==> config.mk <==
export PLATFORM = sky130hd
export DESIGN_NAME = cond_unit
export DESIGN_NICKNAME = d
export VERILOG_FILES = /design/src/rtl/cond_pkg.sv /design/src/rtl/status_reg.sv /design/src/rtl/cond_eval.sv /design/src/rtl/cond_unit.sv
export SDC_FILE = /design/constraint.sdc
export NUM_CORES = 1
export LEC_CHECK = 0
export BUFFER_PORTS_ARGS = -buffer_cell sky130_fd_sc_hd__clkbuf_2
export CORE_ASPECT_RATIO = 2
export CORE_MARGIN = 5
export CORE_UTILIZATION = 30
export CTS_CLUSTER_SIZE = 10
export DETAILED_ROUTE_END_ITERATION = 6
export PLACE_DENSITY = 0.69
export SYNTH_ARGS = -nofsm -noshare
export SYNTH_HDL_FRONTEND = slang
export SYNTH_HIERARCHICAL = 1
export SYNTH_SLANG_ARGS = --single-unit
==> constraint.sdc <==
create_clock -name clk -period 2.8 [get_ports clk]
set_clock_uncertainty 0.05 [all_clocks]
set_input_delay 0.56 -clock clk [delete_from_list [all_inputs] [get_ports clk]]
set_output_delay 0.56 -clock clk [all_outputs]
set_load 0.01 [all_outputs]
==> src/rtl/cond_pkg.sv <==
package cond_pkg;
    localparam int NUM_COND = 16;
    localparam int HALF_COND = NUM_COND / 2;

    typedef enum logic [3:0] {
        CC_OVF    = 4'd0,
        CC_CARRY  = 4'd1,
        CC_ZERO   = 4'd2,
        CC_NHI    = 4'd3,
        CC_NEG    = 4'd4,
        CC_ALWAYS = 4'd5,
        CC_LT     = 4'd6,
        CC_LE     = 4'd7,
        CC_NOVF   = 4'd8,
        CC_NCARRY = 4'd9,
        CC_NZERO  = 4'd10,
        CC_HI     = 4'd11,
        CC_POS    = 4'd12,
        CC_NEVER  = 4'd13,
        CC_GE     = 4'd14,
        CC_GT     = 4'd15
    } cond_e;

    // low nibble of the status word: bit3 carry, bit2 overflow, bit1 sign, bit0 zero
    typedef struct packed {
        logic cy;
        logic ov;
        logic sg;
        logic zr;
    } flags_t;
endpackage

==> src/rtl/status_reg.sv <==
module status_reg #(
    parameter int W = 16
) (
    input  logic         clk,
    input  logic         rst_n,
    input  logic         we,
    input  logic [W-1:0] wdata,
    output logic [W-1:0] q
);
    always_ff @(posedge clk or negedge rst_n) begin
        if (!rst_n) begin
            q <= '0;
        end else if (we) begin
            q <= wdata;
        end
    end
endmodule

==> src/rtl/cond_eval.sv <==
module cond_eval
    import cond_pkg::*;
(
    input  flags_t     flg,
    input  logic [3:0] sel,
    output logic       hit
);
    logic [NUM_COND-1:0] hits;
    logic                lt_s;

    always_comb begin
        lt_s             = flg.sg ^ flg.ov;
        hits[CC_OVF]     = flg.ov;
        hits[CC_CARRY]   = flg.cy;
        hits[CC_ZERO]    = flg.zr;
        hits[CC_NHI]     = flg.cy | flg.zr;
        hits[CC_NEG]     = flg.sg;
        hits[CC_ALWAYS]  = 1'b1;
        hits[CC_LT]      = lt_s;
        hits[CC_LE]      = lt_s | flg.zr;
        hits[CC_NOVF]    = ~flg.ov;
        hits[CC_NCARRY]  = ~flg.cy;
        hits[CC_NZERO]   = ~flg.zr;
        hits[CC_HI]      = ~flg.cy & ~flg.zr;
        hits[CC_POS]     = ~flg.sg;
        hits[CC_NEVER]   = 1'b0;
        hits[CC_GE]      = flg.sg ~^ flg.ov;
        hits[CC_GT]      = (flg.sg ~^ flg.ov) & ~flg.zr;
    end

    assign hit = hits[sel];

    for (genvar k = 0; k < HALF_COND; k++) begin : g_pair
        always_comb begin
            AST_PAIR_INVERSE: assert (hits[k] != hits[k+HALF_COND]);
        end
    end
endmodule

==> src/rtl/cond_unit.sv <==
module cond_unit
    import cond_pkg::*;
#(
    parameter int SW_W   = 16,
    parameter int DATA_W = 32
) (
    input  logic              clk,
    input  logic              rst_n,
    input  logic              sw_we,
    input  logic [SW_W-1:0]   sw_wdata,
    input  logic [3:0]        cond_sel,
    output logic [SW_W-1:0]   status_word,
    output logic              cond_true,
    output logic [DATA_W-1:0] setf_value
);
    localparam int FLAG_W = $bits(flags_t);

    logic [SW_W-1:0] sw_q;
    flags_t          flags;

    status_reg #(.W(SW_W)) i_status (
        .clk   (clk),
        .rst_n (rst_n),
        .we    (sw_we),
        .wdata (sw_wdata),
        .q     (sw_q)
    );

    assign flags = flags_t'(sw_q[FLAG_W-1:0]);

    cond_eval i_eval (
        .flg (flags),
        .sel (cond_sel),
        .hit (cond_true)
    );

    assign status_word = sw_q;
    assign setf_value  = {{(DATA_W-1){1'b0}}, cond_true};

    AST_RESET_CLEAR: assert property (@(posedge clk) disable iff (!rst_n)
        $past(!rst_n) |-> status_word == '0);
    AST_WRITE_LOAD: assert property (@(posedge clk) disable iff (!rst_n)
        $past(sw_we) && $past(rst_n) |-> status_word == $past(sw_wdata));
    AST_HOLD_NO_WRITE: assert property (@(posedge clk) disable iff (!rst_n)
        !$past(sw_we) && $past(rst_n) |-> $stable(status_word));
    AST_ALWAYS_TRUE: assert property (@(posedge clk) disable iff (!rst_n)
        cond_sel == CC_ALWAYS |-> cond_true);
    AST_NEVER_FALSE: assert property (@(posedge clk) disable iff (!rst_n)
        cond_sel == CC_NEVER |-> !cond_true);
    AST_ZERO_FLAG: assert property (@(posedge clk) disable iff (!rst_n)
        cond_sel == CC_ZERO |-> cond_true == status_word[0]);
    AST_UPPER_IGNORED: assert property (@(posedge clk) disable iff (!rst_n)
        $past(rst_n) && $past(sw_we) && $past(sw_wdata[FLAG_W-1:0]) == $past(status_word[FLAG_W-1:0])
        && $stable(cond_sel) |-> $stable(cond_true));
endmodule

==> qor.txt, run 1 <==
OUTCOME
--------------------------------------------------------------------------------
Result of the run ................................................. finished clean

LOGIC SYNTHESIS
--------------------------------------------------------------------------------
Synth warnings ....................................................            6
Number of storage elements in the synthesis netlist ...............           16
Synthesized instance count ........................................           76
Yosys cell types ..................................................           15
Ranking of synthesized cells by area .............................. dfrtp_1 42%, buf_4 25%, mux2_4 16%
Share of Yosys cell area claimed by the top area cell type ........        0.422
Sequential area share after synthesis .............................        0.422
Mean instance size in the synthesized netlist .....................     12.5 um2
Leading area contributor after synthesis ..........................      dfrtp_1
Cell Area, Synth ..................................................      950 um2

PLACEMENT
--------------------------------------------------------------------------------
Port bufs .........................................................           40
Estimated wirelength of the detail-placed design ..................      1490 um
Setup WS pre-CTS ..................................................     0.690 ns
Routability congestion estimate ...................................        0.662

CTS
--------------------------------------------------------------------------------
Number of buffers created by CTS ..................................            3
Clk pin slew, worst setup/hold paths ..............................      0.06 ns
H-tree depth ......................................................            1
Cts-stage hold buffer count .......................................            0
PostCTS Resize Cnt ................................................            0
Clock root buffer .................................................     clkbuf_8
Clk buf depth .....................................................            2
TritonCTS clock tree ..............................................          yes
Clock insertion delay at the later pin of the skew report .........      0.24 ns
Sinks on the clock net ............................................           16
Total setup buffers inserted after CTS ............................            0

CRITICAL PATH
--------------------------------------------------------------------------------
CP dominant cell by count .........................................     clkbuf_2
Endpoint of the most critical register-to-register path ........... i_status/q[2]$_DFFE_PN0P_
Class of the most critical setup path .............................       in2out
Required time of the critical path ................................      2.19 ns
CP Max Fanout .....................................................            3
Element type at the critical path end ............................. primary output
List of cells traversed by the critical path ...................... clkbuf_2, a22o_1, a211oi_1, a31oi_1, xor2_1, clkbuf_2
Highest-delay cell along the critical path ........................       a22o_1
Slack of the worst reg-to-reg path ................................      1.96 ns
Slowest cell delay on critical path ...............................      0.23 ns
Reg2Reg Depth .....................................................            1
Worst setup SP type ............................................... primary input
Endpoint arrival time on the critical path ........................      1.50 ns
Critical R2R Launch ............................................... i_status/q[2]$_DFFE_PN0P_

FLOORPLANNING
--------------------------------------------------------------------------------
Row Count .........................................................           29
DIE WIDTH .........................................................      49.8 um
Die Height ........................................................      89.6 um
Floorplan die area ................................................     4460 um2
Starting density of the core ......................................        0.304
IO Pins ...........................................................           72
Area of the core ..................................................     3120 um2

TIMING
--------------------------------------------------------------------------------
Number of pins with negative max-slew slack in the final report ...            0
Peak clock frequency supported by timing ..........................      474 MHz
Actual slew at the worst max-slew pin .............................     0.513 ns
Relative slew margins .............................................        0.658
Worst setup slack after layout ....................................     0.692 ns
Tmin final ........................................................      2.11 ns
Count of endpoints failing hold in the final timing report ........            0
RSZ-0062 raised after global routing ..............................           no
Final worst path period share .....................................        0.753
Post-Route Setup TNS ..............................................         0 ns
Number of setup violations in the final report ....................            0

RUN
--------------------------------------------------------------------------------
Count of maximum capacitance violations ...........................            0

MIN PATH
--------------------------------------------------------------------------------
Path class of the lowest-slack min-delay path .....................     in2async

LAYOUT
--------------------------------------------------------------------------------
Layout overhead on the synthesized area ...........................        12.8%
Area taken by flip-flops and latches ..............................      400 um2
Number of flip-flops under the largest register name ..............           16
Footprint of the multi-input gates ................................      387 um2
Inserted Diodes ...................................................            0
Filler instances ..................................................          324
Final nets ........................................................          140
Top library cells by usage in the layout, fill and taps aside ..... 40 x clkbuf_2, 31 x conb_1, 16 x dfrtp_1, 10 x mux2_4, 6 x mux2_2
Largest registers ................................................. i_status/q: 16 flops
Top reg by flops ..................................................   i_status/q
Fraction of final layout cells sized beyond drive strength 1 ......        0.513
Leading cell type in the layout, fill and taps excluded ...........     clkbuf_2
Share of the core filled with cells in the final layout ...........        0.343

GLOBAL ROUTE
--------------------------------------------------------------------------------
Global-route wire length before repair ............................      2730 um
Overflow after GRT ................................................            0
Via count of the first global-routing pass ........................          607
Largest net degree at the start of global routing .................           17
Number of antenna violations at the first check in global routing .            0
Global-route total usage across every layer .......................       0.0803

ROUTE
--------------------------------------------------------------------------------
Final routed DRC violation total ..................................            0
Starting DRC count in detailed routing ............................            3
DRT antenna net count .............................................            0
Number of vias per cell ...........................................         4.06
Vias after detailed routing .......................................          593
Wirelength per Cell ...............................................      12.2 um
Length of the first detailed-routing pass in iterations ...........            4
Total wire length .................................................      1780 um

POWER AND IR DROP
--------------------------------------------------------------------------------
Ratio of total power to cell area .................................   530 nW/um2
Leakage ...........................................................  0.000605 uW
Worst VDD drop ....................................................   0.000179 V

-- synth_stat cells --
master    count
buf_6         1
nor2_1        1
dfrtp_1      16
a22o_1        1
buf_12        1
a211oi_1      1
buf_4        32
mux2_2        6
mux2_4       10
nand2_1       1
inv_1         1
xor2_1        2
o21ai_0       1
conb_1        1
a31oi_1       1
-- per-layer routing --
metal	global-route usage	up-vias	part of all wire
li1	-	264	-
met4	0.0501	0	0.0090
met2	0.133	49	0.53
met5	0	-	0
met3	0.0281	2	0.16
met1	0.0857	278	0.30
-- worst max-delay path, delay by kind of cell --
family / cells / cell delay (ns)
AOI/OAI and AO/OA: 3 / 0.51
buffers and inverters: 2 / 0.26
xor gates and xnor gates: 1 / 0.17
-- worst max-delay path by stage --
stage	startpoint	endpoint	slack, ns	cells after the start
2_1_floorplan	cond_sel[0]	setf_value[0]	0.72	5
3_3_place_gp	cond_sel[0]	setf_value[0]	0.71	6
3_5_place_dp	cond_sel[0]	setf_value[0]	0.69	6
4_1_cts	cond_sel[0]	setf_value[0]	0.68	6
5_1_grt	cond_sel[0]	setf_value[0]	0.52	6
6_report	cond_sel[0]	setf_value[0]	0.69	6
-- report_power, final --
part / switching [uW] / internal (uW) / leakage, uW
Clock: 69.7 / 95.1 / 0.0000216
Sequential: 14.8 / 255 / 0.000187
Combinational: 69.8 / 63.4 / 0.000397
-- through the flow --
step / total power [uW] / area [um2] / instances / hold slack, ns
final: 567 / 1070 / 146 / 0.183
after detailed placement: 409 / 1030 / 143 / 0.446
after CTS: 581 / 1070 / 146 / 0.195
after global routing: 603 / 1070 / 146 / 0.216
after global placement: 404 / 1030 / 143 / 0.439
after floorplan: 391 / 1060 / 106 / 0.214
-- area by class of cell --
class | instances | share of cell area
sequential | 16 | 0.374
inverter | 1 | 0.00350
multi-input combinational | 55 | 0.361
tap | 31 | 0.0362
timing repair buffer | 40 | 0.187
clock buffer | 3 | 0.0386
-- kinds of logic (layout without fill, tap and decap cells) --
kind of cell,Yosys count,in the layout,synth area share
buffers and inverters,35,44,0.290
and+or+nand+nor,2,2,0.00790
xor gates and xnor gates,2,2,0.0184
other,1,31,0.00395
muxes,16,16,0.229
DFF,16,16,0.422
AOI/OAI and AO/OA,4,4,0.0290
No activity file was read; power rests on OpenSTA's default activity.
==> run 2: changes to the inputs <==
--- a/config.mk
+++ b/config.mk
@@ -5,13 +5,14 @@
 export SDC_FILE = /design/constraint.sdc
 export NUM_CORES = 1
 export LEC_CHECK = 0
+export ABC_AREA = 1
 export BUFFER_PORTS_ARGS = -buffer_cell sky130_fd_sc_hd__clkbuf_2
 export CORE_ASPECT_RATIO = 2
 export CORE_MARGIN = 5
 export CORE_UTILIZATION = 30
 export CTS_CLUSTER_SIZE = 10
 export DETAILED_ROUTE_END_ITERATION = 6
-export PLACE_DENSITY = 0.69
+export PLACE_DENSITY = 0.71
 export SYNTH_ARGS = -nofsm -noshare
 export SYNTH_HDL_FRONTEND = slang
 export SYNTH_HIERARCHICAL = 1
==> constraint.sdc (replaced) <==
create_clock -name clk -period 1.9 [get_ports clk]
set_clock_uncertainty 0.05 [all_clocks]
set_input_delay 0.38 -clock clk [delete_from_list [all_inputs] [get_ports clk]]
set_output_delay 0.38 -clock clk [all_outputs]
set_load 0.01 [all_outputs]
==> run 2 against run 1 <==
Largest cell class unchanged. Non-clock buffer count stayed put. Sequential share of layout area is 0.98 points lower. Worst setup slack got worse by 0.43 ns. Critical path depth rose by 2. Via count rose by 25%. Combinational power rose by 31%. Critical endpoint unchanged. Hold slack got worse by 0.18 ns. Sequential cell count is the same. Register-to-register slack worse by 0.77 ns. Routed wire length rose by 6.7%. Final cell count rose by 30%.
==> qor.txt, run 2 <==
LAYOUT
--------------------------------------------------------------------------------
Top reg by flops ..................................................   i_status/q
Fraction of final layout cells sized beyond drive strength 1 ......        0.327   -0.186
Inserted Diodes ...................................................            0   unchanged
Final nets ........................................................          183   +31%
Fin area ..........................................................     1100 um2   +2.7%
Largest registers ................................................. i_status/q: 16 flops
Share of the core filled with cells in the final layout ...........        0.348   +0.00517
Number of flip-flops under the largest register name ..............           16   unchanged
Leading cell type in the layout, fill and taps excluded ...........      nand2_1
Top library cells by usage in the layout, fill and taps aside ..... 53 x nand2_1, 40 x clkbuf_2, 31 x conb_1, 16 x dfrtp_1, 5 x nand2_2
Layout overhead on the synthesized area ...........................        12.7%   about the same

PLACEMENT
--------------------------------------------------------------------------------
Estimated wirelength of the detail-placed design ..................      1570 um   +5.2%
Routability congestion estimate ...................................        0.632   -4.5%
Port bufs .........................................................           40   unchanged
Post-Place Cell Area ..............................................     1040 um2   +1.5%

LOGIC SYNTHESIS
--------------------------------------------------------------------------------
Sequential area share after synthesis .............................        0.410   -0.0114
Yosys cell types ..................................................           13   -2
Async SR Flop Fraction ............................................         1.00   unchanged
Synth warnings ....................................................            6   unchanged
Cell Area, Synth ..................................................      976 um2   +2.8%
Share of Yosys cell area claimed by the top area cell type ........        0.410   -0.0114
Dominant cell by count in the synthesized netlist .................      nand2_1
Mean instance size in the synthesized netlist .....................     8.13 um2   -35%
Synthesized instance count ........................................          120   +58%
Leading area contributor after synthesis ..........................      dfrtp_1
Number of storage elements in the synthesis netlist ...............           16   unchanged
Predominant post-synthesis flop cell ..............................      dfrtp_1
Number of enable-type register cells in the synthesized netlist ...            0   unchanged
Most instantiated cells after synthesis ........................... 53 x nand2_1, 32 x buf_4, 16 x dfrtp_1, 5 x nand2_2, 3 x inv_1
Ranking of synthesized cells by area .............................. dfrtp_1 41%, buf_4 25%, nand2_1 20%

CRITICAL PATH
--------------------------------------------------------------------------------
Class of the most critical setup path .............................      reg2out
CP Max Fanout .....................................................            5   +2
Required time of the critical path ................................      1.47 ns   -0.72 ns
Slowest cell delay on critical path ...............................      0.42 ns   +0.19 ns
Highest-delay cell along the critical path ........................      dfrtp_1
Element type at the critical path end ............................. primary output
CP dominant cell by count .........................................      nand2_1
Sum of buffers and inverters on the critical path .................            1   -1
Worst setup SP type ...............................................         flop
Endpoint of the most critical register-to-register path ........... i_status/q[2]$_DFFE_PN0P_
Critical R2R Launch ............................................... i_status/q[2]$_DFFE_PN0P_
Reg2Reg Depth .....................................................            2   +1
Endpoint arrival time on the critical path ........................      1.21 ns   -0.29 ns
Worst path top cell family by delay ...............................   flip-flops
Slack of the worst reg-to-reg path ................................      1.19 ns   -0.77 ns
List of cells traversed by the critical path ...................... nand2_1, nand2_1, nand2_1, nand3_2, nand2_1, nand2_1, nand2_1, clkbuf_2

FLOORPLANNING
--------------------------------------------------------------------------------
DIE WIDTH .........................................................      50.3 um   +1.1%
Starting density of the core ......................................        0.309   +0.00483
Die Height ........................................................      90.7 um   +1.2%
Area of the core ..................................................     3160 um2   +1.2%
Row Count .........................................................           29   unchanged
IO Pins ...........................................................           72   unchanged
Floorplan die area ................................................     4560 um2   +2.3%

GLOBAL ROUTE
--------------------------------------------------------------------------------
Largest net degree at the start of global routing .................           18   +1
Overflow after GRT ................................................            0   unchanged
Number of antenna violations at the first check in global routing .            0   unchanged
Via count of the first global-routing pass ........................          762   +26%
Global-route total usage across every layer .......................       0.0849   +0.00458
Global-route wire length before repair ............................      3140 um   +15%

TIMING
--------------------------------------------------------------------------------
Number of pins with negative max-slew slack in the final report ...            0   unchanged
Number of setup violations in the final report ....................            0   unchanged
Peak clock frequency supported by timing ..........................      610 MHz
Count of endpoints failing hold in the final timing report ........            0   unchanged
RSZ-0062 raised after global routing ..............................           no
Final worst path period share .....................................        0.863
Post-Route Setup TNS ..............................................         0 ns   unchanged
Tmin final ........................................................      1.64 ns

POWER AND IR DROP
--------------------------------------------------------------------------------
Ratio of total power to cell area .................................   783 nW/um2   +48%
Leakage ...........................................................  0.000694 uW   +15%
Net switching power ...............................................       245 uW   +59%
P_int .............................................................       617 uW   +49%
Part of the total power dissipated in combinational logic .........        0.202   -0.033
Proportion of power drawn by the clock network ....................        0.343   +0.053
Tot Pwr ...........................................................       861 uW   +52%
Worst VDD drop ....................................................   0.000430 V   +140%
Register share of total power .....................................        0.455   -0.020
Switching share of total power ....................................        0.284   +0.0122

CTS
--------------------------------------------------------------------------------
Number of buffers created by CTS ..................................            3   unchanged
Clock insertion delay at the later pin of the skew report .........      0.24 ns   about the same
Cts-stage hold buffer count .......................................            0   unchanged
Clock root buffer .................................................     clkbuf_8
TritonCTS clock tree ..............................................          yes
H-tree depth ......................................................            1   unchanged
Sinks on the clock net ............................................           16   unchanged
Clk buf depth .....................................................            2   unchanged
PostCTS Resize Cnt ................................................            0   unchanged
Total setup buffers inserted after CTS ............................            0   unchanged
Clk pin slew, worst setup/hold paths ..............................      0.06 ns   about the same

ROUTE
--------------------------------------------------------------------------------
Length of the first detailed-routing pass in iterations ...........            2   -2
Starting DRC count in detailed routing ............................            8   +5
Number of vias per cell ...........................................         3.91   -3.7%
Vias after detailed routing .......................................          743   +25%
Final routed DRC violation total ..................................            0   unchanged
Wirelength per Cell ...............................................      9.97 um   -18%
Total wire length .................................................      1890 um   +6.7%
DRT antenna net count .............................................            0   unchanged

MIN PATH
--------------------------------------------------------------------------------
Path class of the lowest-slack min-delay path .....................     in2async

OUTCOME
--------------------------------------------------------------------------------
Result of the run ................................................. finished clean

RUN
--------------------------------------------------------------------------------
Count of maximum capacitance violations ...........................            0   unchanged

-- run 2: changes by cell type in the layout (fill, tap and decap cells not counted), sizes merged --
cell,delta
xor2,-2
a22o,-1
a211oi,-1
nand3,+4
nand2,+57
a31oi,-1
mux2,-16
inv,+3
clkbuf,+1
a21oi,+1
o21ai,-1
-- run 2: cells by family after synthesis --
family | Yosys count | share of synthesized area
simple gates | 63 | 0.271
other cells | 1 | 0.00384
flops | 16 | 0.410
compound gates | 1 | 0.00512
buf+inv | 39 | 0.310
-- run 2: worst max-delay path by stage --
stage / start / end / cells past startpoint
2_1_floorplan: i_status/q[2]$_DFFE_PN0P_ / setf_value[0] / 8
4_1_cts: i_status/q[2]$_DFFE_PN0P_ / setf_value[0] / 8
6_report: i_status/q[2]$_DFFE_PN0P_ / setf_value[0] / 8
3_5_place_dp: cond_sel[0] / setf_value[0] / 7
3_3_place_gp: cond_sel[0] / cond_true / 7
5_1_grt: i_status/q[2]$_DFFE_PN0P_ / cond_true / 8
-- run 2: layout make-up --
| cell class | count | area [um2] |
|---|---|---|
| Clock buffer | 4 | 55.1 |
| Tap cell | 31 | 38.8 |
| Sequential cell | 16 | 400 |
| Timing Repair Buffer | 40 | 200 |
| Multi-Input combinational cell | 95 | 385 |
| Fill cell | 348 | 2060 |
| Inverter | 4 | 20.0 |
-- run 2: power by group through the flow --
stage | sequential [uW] | clock, uW | combinational (uW)
detailed placement | 400 | 0 | 176
global route | 398 | 320 | 199
global placement | 398 | 0 | 174
finish | 392 | 295 | 174
CTS | 393 | 306 | 176
floorplan | 412 | 0 | 144
-- run 2: metal layers --
| layer | share of wire | global-route usage |
|---|---|---|
| met3 | 0.13 | 0.0182 |
| met1 | 0.36 | 0.0876 |
| met5 | 0 | 0 |
| met4 | 0.0063 | 0.0384 |
| met2 | 0.51 | 0.154 |
-- run 2: per-stage QoR --
step	setup WS [ns]	cells	hold WS, ns
after floorplan	0.484	150	0.0344
after global placement	0.448	186	0.277
after detailed placement	0.424	186	0.285
after CTS	0.240	190	0.0162
after global routing	0.110	190	0.0245
final	0.259	190	0.00152
